File: src/rtl/spdif_sync_pkg.sv
package spdif_sync_pkg;

  typedef enum logic [2:0] {
    ST_IDLE = 3'd0,
    ST_WAIT = 3'd1,
    ST_MEAS = 3'd2,
    ST_LOCK = 3'd3,
    ST_RECV = 3'd4,
    ST_FAIL = 3'd5
  } sync_state_t;

  localparam logic [1:0] EN_SYNC = 2'b01;
  localparam logic [1:0] EN_FULL = 2'b11;

endpackage

File: src/rtl/spdif_line_sync.sv
module spdif_line_sync #(
  parameter int SYNC_STAGES = 2
) (
  input  logic clk,
  input  logic rst,
  input  logic line_i,
  output logic edge_o
);

  localparam int SH_W = SYNC_STAGES + 1;

  // Synchronizer stages followed by one history flop for edge detection
  logic [SH_W-1:0] shift_q;

  always_ff @(posedge clk) begin
    if (rst) shift_q <= '0;
    else     shift_q <= {shift_q[SH_W-2:0], line_i};
  end

  assign edge_o = shift_q[SH_W-1] ^ shift_q[SH_W-2];

endmodule

File: src/rtl/spdif_pulse_meter.sv
module spdif_pulse_meter #(
  parameter int CNT_W      = 8,
  parameter int TOUT_W     = 16,
  parameter int WIN_PULSES = 64
) (
  input  logic             clk,
  input  logic             rst,
  input  logic             run_i,
  input  logic             start_i,
  input  logic             edge_i,
  output logic             done_o,
  output logic             ok_o,
  output logic [CNT_W-1:0] min_o,
  output logic [CNT_W-1:0] max_o
);

  localparam int NP_W = $clog2(WIN_PULSES + 1);
  localparam int EX_W = CNT_W + 4;
  localparam logic [CNT_W-1:0] CNT_MAX = '1;
  localparam logic [NP_W-1:0]  NP_LAST = NP_W'(WIN_PULSES - 1);

  logic [CNT_W-1:0]  run_cnt, min_r, max_r, nmin, nmax;
  logic [NP_W-1:0]   npulse;
  logic [TOUT_W-1:0] tcnt;
  logic              seen, fin;
  logic [EX_W-1:0]   min_x9, min_x15, max_x4;
  logic              last_pulse, ratio_ok;

  // Running extremes, including the pulse closed by this cycle's edge
  always_comb begin
    nmin = min_r;
    nmax = max_r;
    if (edge_i && seen) begin
      if (run_cnt < min_r) nmin = run_cnt;
      if (run_cnt > max_r) nmax = run_cnt;
    end
    min_x9   = (EX_W'(nmin) << 3) + EX_W'(nmin);
    min_x15  = (EX_W'(nmin) << 4) - EX_W'(nmin);
    max_x4   = EX_W'(nmax) << 2;
    ratio_ok = (max_x4 >= min_x9) && (max_x4 <= min_x15);
  end

  assign last_pulse = edge_i && seen && (npulse == NP_LAST);

  always_ff @(posedge clk) begin
    if (rst || start_i || !run_i) begin
      run_cnt <= '0;
      min_r   <= CNT_MAX;
      max_r   <= '0;
      npulse  <= '0;
      tcnt    <= '0;
      seen    <= 1'b0;
      fin     <= 1'b0;
      done_o  <= 1'b0;
      ok_o    <= 1'b0;
    end else begin
      done_o <= 1'b0;
      ok_o   <= 1'b0;
      if (!fin) begin
        tcnt  <= tcnt + 1'b1;
        min_r <= nmin;
        max_r <= nmax;
        if (edge_i) begin
          run_cnt <= CNT_W'(1);
          seen    <= 1'b1;
          if (seen) npulse <= npulse + 1'b1;
        end else if (run_cnt != CNT_MAX) begin
          run_cnt <= run_cnt + 1'b1;
        end
        if (last_pulse) begin
          fin    <= 1'b1;
          done_o <= 1'b1;
          ok_o   <= ratio_ok;
        end else if (&tcnt) begin
          fin    <= 1'b1;
          done_o <= 1'b1;
        end
      end
    end
  end

  assign min_o = min_r;
  assign max_o = max_r;


  ok_implies_done_chk: assert property (@(posedge clk) disable iff (rst)
    ok_o |-> done_o);


  single_verdict_chk: assert property (@(posedge clk) disable iff (rst)
    done_o |=> !done_o);

endmodule

File: src/rtl/spdif_sync_fsm.sv
module spdif_sync_fsm
  import spdif_sync_pkg::*;
#(
  parameter int CNT_W = 8,
  parameter int ATT_W = 7
) (
  input  logic             clk,
  input  logic             rst,
  input  logic [1:0]       mode_en,
  input  logic [1:0]       retry_sel,
  input  logic             wait_act,
  input  logic             err_clr,
  input  logic             edge_i,
  input  logic             m_done,
  input  logic             m_ok,
  input  logic [CNT_W-1:0] m_min,
  output logic             m_run,
  output logic             m_start,
  output sync_state_t      state,
  output logic             sync_done,
  output logic             timeout_err,
  output logic [CNT_W+1:0] thr_short,
  output logic [CNT_W+1:0] thr_long
);

  localparam int THR_W = CNT_W + 2;

  logic [ATT_W-1:0] budget, attempts, att_next;
  logic             act_seen;
  logic             mode_on;

  always_comb begin
    case (retry_sel)
      2'd0:    budget = ATT_W'(1);
      2'd1:    budget = ATT_W'(4);
      2'd2:    budget = ATT_W'(16);
      default: budget = ATT_W'(64);
    endcase
  end

  assign att_next = attempts + 1'b1;
  assign mode_on  = (mode_en == EN_SYNC) || (mode_en == EN_FULL);
  assign m_run    = (state == ST_MEAS);

  always_ff @(posedge clk) begin
    if (rst) begin
      state       <= ST_IDLE;
      attempts    <= '0;
      act_seen    <= 1'b0;
      thr_short   <= '0;
      thr_long    <= '0;
      sync_done   <= 1'b0;
      timeout_err <= 1'b0;
      m_start     <= 1'b0;
    end else begin
      sync_done <= 1'b0;
      m_start   <= 1'b0;
      if (err_clr) timeout_err <= 1'b0;
      if (!mode_on) begin
        state     <= ST_IDLE;
        attempts  <= '0;
        act_seen  <= 1'b0;
        thr_short <= '0;
        thr_long  <= '0;
      end else begin
        case (state)
          ST_IDLE: begin
            act_seen <= 1'b0;
            if (wait_act) begin
              state <= ST_WAIT;
            end else begin
              state   <= ST_MEAS;
              m_start <= 1'b1;
            end
          end
          ST_WAIT: begin
            if (edge_i) begin
              if (act_seen) begin
                state   <= ST_MEAS;
                m_start <= 1'b1;
              end else begin
                act_seen <= 1'b1;
              end
            end
          end
          ST_MEAS: begin
            if (m_done) begin
              if (m_ok) begin
                thr_short <= THR_W'(m_min) + THR_W'(m_min >> 1);
                thr_long  <= (THR_W'(m_min) << 1) + THR_W'(m_min >> 1);
                sync_done <= 1'b1;
                state     <= (mode_en == EN_FULL) ? ST_RECV : ST_LOCK;
              end else begin
                attempts <= att_next;
                if (att_next >= budget) begin
                  state       <= ST_FAIL;
                  timeout_err <= 1'b1;
                end else begin
                  m_start <= 1'b1;
                end
              end
            end
          end
          ST_LOCK: if (mode_en == EN_FULL) state <= ST_RECV;
          ST_RECV: state <= ST_RECV;
          ST_FAIL: state <= ST_FAIL;
          default: state <= ST_IDLE;
        endcase
      end
    end
  end


  done_pulse_chk: assert property (@(posedge clk) disable iff (rst)
    sync_done |=> !sync_done);


  done_state_chk: assert property (@(posedge clk) disable iff (rst)
    sync_done |-> (state == ST_LOCK || state == ST_RECV));


  err_in_fail_chk: assert property (@(posedge clk) disable iff (rst)
    $rose(timeout_err) |-> state == ST_FAIL);


  budget_limit_chk: assert property (@(posedge clk) disable iff (rst)
    attempts <= budget);


  idle_clear_chk: assert property (@(posedge clk) disable iff (rst)
    state == ST_IDLE |-> (thr_short == '0 && thr_long == '0 && attempts == '0));

endmodule

File: src/rtl/spdif_sync_ctrl.sv
module spdif_sync_ctrl
  import spdif_sync_pkg::*;
#(
  parameter int CNT_W       = 8,
  parameter int TOUT_W      = 16,
  parameter int WIN_PULSES  = 64,
  parameter int SYNC_STAGES = 2
) (
  input  logic             clk,
  input  logic             rst,
  input  logic             line_in,
  input  logic [1:0]       mode_en,
  input  logic [1:0]       retry_sel,
  input  logic             wait_act,
  input  logic             err_clr,
  output logic [2:0]       state_o,
  output logic             sync_done,
  output logic             timeout_err,
  output logic [CNT_W+1:0] thr_short,
  output logic [CNT_W+1:0] thr_long
);

  logic             line_edge;
  logic             m_run, m_start, m_done, m_ok;
  logic [CNT_W-1:0] m_min, m_max;
  sync_state_t      state;

  spdif_line_sync #(.SYNC_STAGES(SYNC_STAGES)) u_sync (
    .clk    (clk),
    .rst    (rst),
    .line_i (line_in),
    .edge_o (line_edge)
  );

  spdif_pulse_meter #(
    .CNT_W      (CNT_W),
    .TOUT_W     (TOUT_W),
    .WIN_PULSES (WIN_PULSES)
  ) u_meter (
    .clk     (clk),
    .rst     (rst),
    .run_i   (m_run),
    .start_i (m_start),
    .edge_i  (line_edge),
    .done_o  (m_done),
    .ok_o    (m_ok),
    .min_o   (m_min),
    .max_o   (m_max)
  );

  spdif_sync_fsm #(.CNT_W(CNT_W)) u_fsm (
    .clk         (clk),
    .rst         (rst),
    .mode_en     (mode_en),
    .retry_sel   (retry_sel),
    .wait_act    (wait_act),
    .err_clr     (err_clr),
    .edge_i      (line_edge),
    .m_done      (m_done),
    .m_ok        (m_ok),
    .m_min       (m_min),
    .m_run       (m_run),
    .m_start     (m_start),
    .state       (state),
    .sync_done   (sync_done),
    .timeout_err (timeout_err),
    .thr_short   (thr_short),
    .thr_long    (thr_long)
  );

  assign state_o = state;


  extremes_order_chk: assert property (@(posedge clk) disable iff (rst)
    m_ok |-> m_max > m_min);

endmodule

File: config.mk
export PLATFORM = sky130hd
export DESIGN_NAME = spdif_sync_ctrl
export DESIGN_NICKNAME = d
export VERILOG_FILES = /design/src/rtl/spdif_sync_pkg.sv /design/src/rtl/spdif_line_sync.sv /design/src/rtl/spdif_pulse_meter.sv /design/src/rtl/spdif_sync_fsm.sv /design/src/rtl/spdif_sync_ctrl.sv
export SDC_FILE = /design/constraint.sdc
export NUM_CORES = 1
export LEC_CHECK = 0
export ABC_CLOCK_PERIOD_IN_PS = 10300
export BUFFER_PORTS_ARGS = -buffer_cell sky130_fd_sc_hd__buf_2
export CAP_MARGIN = 20
export CELL_PAD_IN_SITES_DETAIL_PLACEMENT = 0
export CELL_PAD_IN_SITES_GLOBAL_PLACEMENT = 2
export CORE_ASPECT_RATIO = 0.8
export CORE_UTILIZATION = 25
export DETAILED_ROUTE_END_ITERATION = 8
export PLACE_DENSITY_LB_ADDON = 0.05
export SYNTH_ARGS = -nofsm -noshare
export SYNTH_HDL_FRONTEND = slang
export SYNTH_HIERARCHICAL = 1
export SYNTH_SLANG_ARGS = --single-unit
File: constraint.sdc
create_clock -name clk -period 10.3 [get_ports clk]
set_input_delay 0.515 -clock clk [delete_from_list [all_inputs] [get_ports clk]]
set_output_delay 0.515 -clock clk [all_outputs]
set_load 0.02 [all_outputs]
==> metrics <==
outcome=finished, final reports clean; GRT Util Overall=14.5%; final worst setup slack=4630 ps; Clock Sinks=87; final hold slack=386 ps; DR vias=4918; Worst-Skew Late Latency=340 ps; RSZ-0062 raised after global routing=false; worst-margin pin slew=932 ps; Initial Util=25.6%; Cells after Synth=701; Fillers=2494; count leader, synth=dfxtp_1; Req. time, crit path=10500 ps; Netlist Area Pre-Place=5770 µm²; fmax=177 MHz; cts repair resizes=0; core area=22600 µm²; Worst Path Arrival=5870 ps; met1 Track Usage GR=21.4%; die area=23700 µm²; cts bufs inserted=9; Final Setup Violations=0; P&R area growth vs syn=13.2%; gr busiest metal=met1; hold_buf cts=0; synth cell count leaders=dfxtp_1, nor2_1, nand2_1, ha_1, a21oi_1; Final Hold Fails=0; sequential fraction of the synthesis area=30.2%; Slew Limit Headroom=37.8%; H-Tree Depth=3; critical path capture point type=flip-flop; setup_tns=0 ps; Remaining DRCs=0; Main synth FF type=dfxtp_1; power density cells=109 nW/µm²; Clock Tree Buf Depth=2; CTS tree=yes; fin crit period=5670 ps; startpoint types=flip-flop; wire per inst=15.8 µm; GRT met2 Usage=21.3%; worst min path class=primary input to flip-flop; Rows=49; CP Max Fanout=22; DR pass1 iterations=4; Final Net Count=791; initial antenna violation count=0; synth top area cells=dfxtp_1, ha_1, nor2_1; Die Ht=138 µm; leakage=2.65 nW; # diodes=0; I/O pin total=34; share of synthesized registers carrying an async set or reset=0%; Synth Register Bits=87; cells on worst reg2reg path=22; largest net degree at the start of global routing=38; GR Util met3=2.83%; Setup WS pre-CTS=4670 ps; post-DR vias/cell=4.77; max-slew violations=0; Die X=172 µm; syn nets=771; Ys Warns=6; Post-CTS Setup Inserts=0; global route total overflow=0; vias in the first global route=4586; IO Port Bufs=32; Cell variety after synth=69; max_cap viols=0; Clock transition at path regs=70 ps; first-pass GRT wire length=26100 µm; routability cong.=0.792; drt initial violations=271; Clock Skews=5.82 ps; antenna viol nets, final=0; Final HPWL DP=12200 µm; Synth Area per Inst=8.23 µm²; Synth top area share=30.2%; Post-synth EDFFs=0; Final period util=55.0%; Worst Setup Path Type=flip-flop to flip-flop; Detailed Route WL=16300 µm; Synth area leader=dfxtp_1; VDD IR max=0.0626 mV; share of layout cells above drive strength 1=10.9%; Root Driver=clkbuf_16; Hold Crit Depth=2
-- stage by stage --
stage          power [mW]  instance area (µm²)  instances  util [%]
5_1_grt             0.745                 6530       1031      28.9
4_1_cts             0.730                 6530       1031      28.9
6_report            0.711                 6530       1031      28.9
3_3_place_gp        0.384                 6230       1016      27.6
3_5_place_dp        0.384                 6230       1016      27.6
2_1_floorplan       0.373                 5770        701         -
-- cells by family (layout without fill, tap and decap cells) --
group	after synthesis	after routing	synth area share, %
simple gates	250	250	21.3
compound gates	162	162	18.2
flops	87	87	30.2
fa+ha+maj	64	64	14.0
buf+inv	64	88	4.45
xor+xnor	51	51	7.74
mux	22	22	4.03
other cells	1	1	0.0650
-- registers in the layout, summed over array words and instances (netlist names), 3 cells and up --
| signal | count |
|---|---|
| u_fsm/state | 3 |
| u_meter/tcnt | 16 |
| u_meter/min_o | 8 |
| u_sync/shift_q | 3 |
| u_meter/run_cnt | 8 |
| u_meter/max_o | 8 |
| u_fsm/thr_short | 9 |
| u_fsm/attempts | 7 |
| u_meter/npulse | 7 |
| u_fsm/thr_long | 10 |
-- final cells by class --
type                            instances  area, µm²  share of cell area (%)
Multi-Input combinational cell        550       3770                    57.8
Sequential cell                        87       1740                    26.7
Tap cell                              306        383                    5.86
Clock buffer                            9        225                    3.45
Timing Repair Buffer                   38        205                    3.14
Inverter                               35        131                    2.01
Clock inverter                          6       71.3                    1.09
-- report_power, final --
| group | total, mW | internal (mW) | leakage [nW] | switching [mW] |
|---|---|---|---|---|
| Clock | 0.336 | 0.189 | 0.138 | 0.147 |
| Sequential | 0.342 | 0.339 | 0.702 | 0.00378 |
| Combinational | 0.0333 | 0.0124 | 1.81 | 0.0209 |
| Total | 0.711 | 0.539 | 2.65 | 0.172 |
-- cell usage in the layout (no fill, tap or decap), types with 18 or more instances in the layout --
cell,synthesis,final
a21oi_1,57,57
buf_2,4,32
dfxtp_1,87,87
ha_1,59,59
inv_1,33,33
nand2_1,66,66
nor2_1,78,78
nor3_1,18,18
o21ai_0,32,32
xnor2_1,25,25
xor2_1,26,26
-- layer usage --
layer / part of all wire, % / wire, µm
met5: 0 / 0
met4: 1.0 / 166
met3: 3.3 / 542
met2: 41 / 6700
met1: 55 / 8920
-- critical path: stages (launching register included) --
cell and delay, ps:
dfxtp_1 620, inv_1 160, ha_1 360, a2111oi_4 370, nor4_4 120, nor2_4 430
nand2_1 90, o21ai_1 300, inv_2 150, ha_1 380, nand2_1 80, mux2i_1 120
o41ai_4 480, o21ai_1 200, a211oi_1 320, xnor2_1 170, ha_1 260, nand4_1 90
nor2_1 50, nand2_1 60, o211ai_1 120, a2111oi_0 480, a2111oi_1 120
-- worst paths after layout --
| path | end | slack (ps) | startpoint |
|---|---|---|---|
| setup / recovery | u_meter/ok_o | 4630 | u_meter/min_o[1] |
| setup reg to reg | u_meter/ok_o | 4630 | u_meter/min_o[1] |
| hold / removal | u_sync/shift_q[0] | 390 | line_in |
| hold reg to reg | u_sync/shift_q[1] | 450 | u_sync/shift_q[0] |
(Power assumes the default switching activity.)
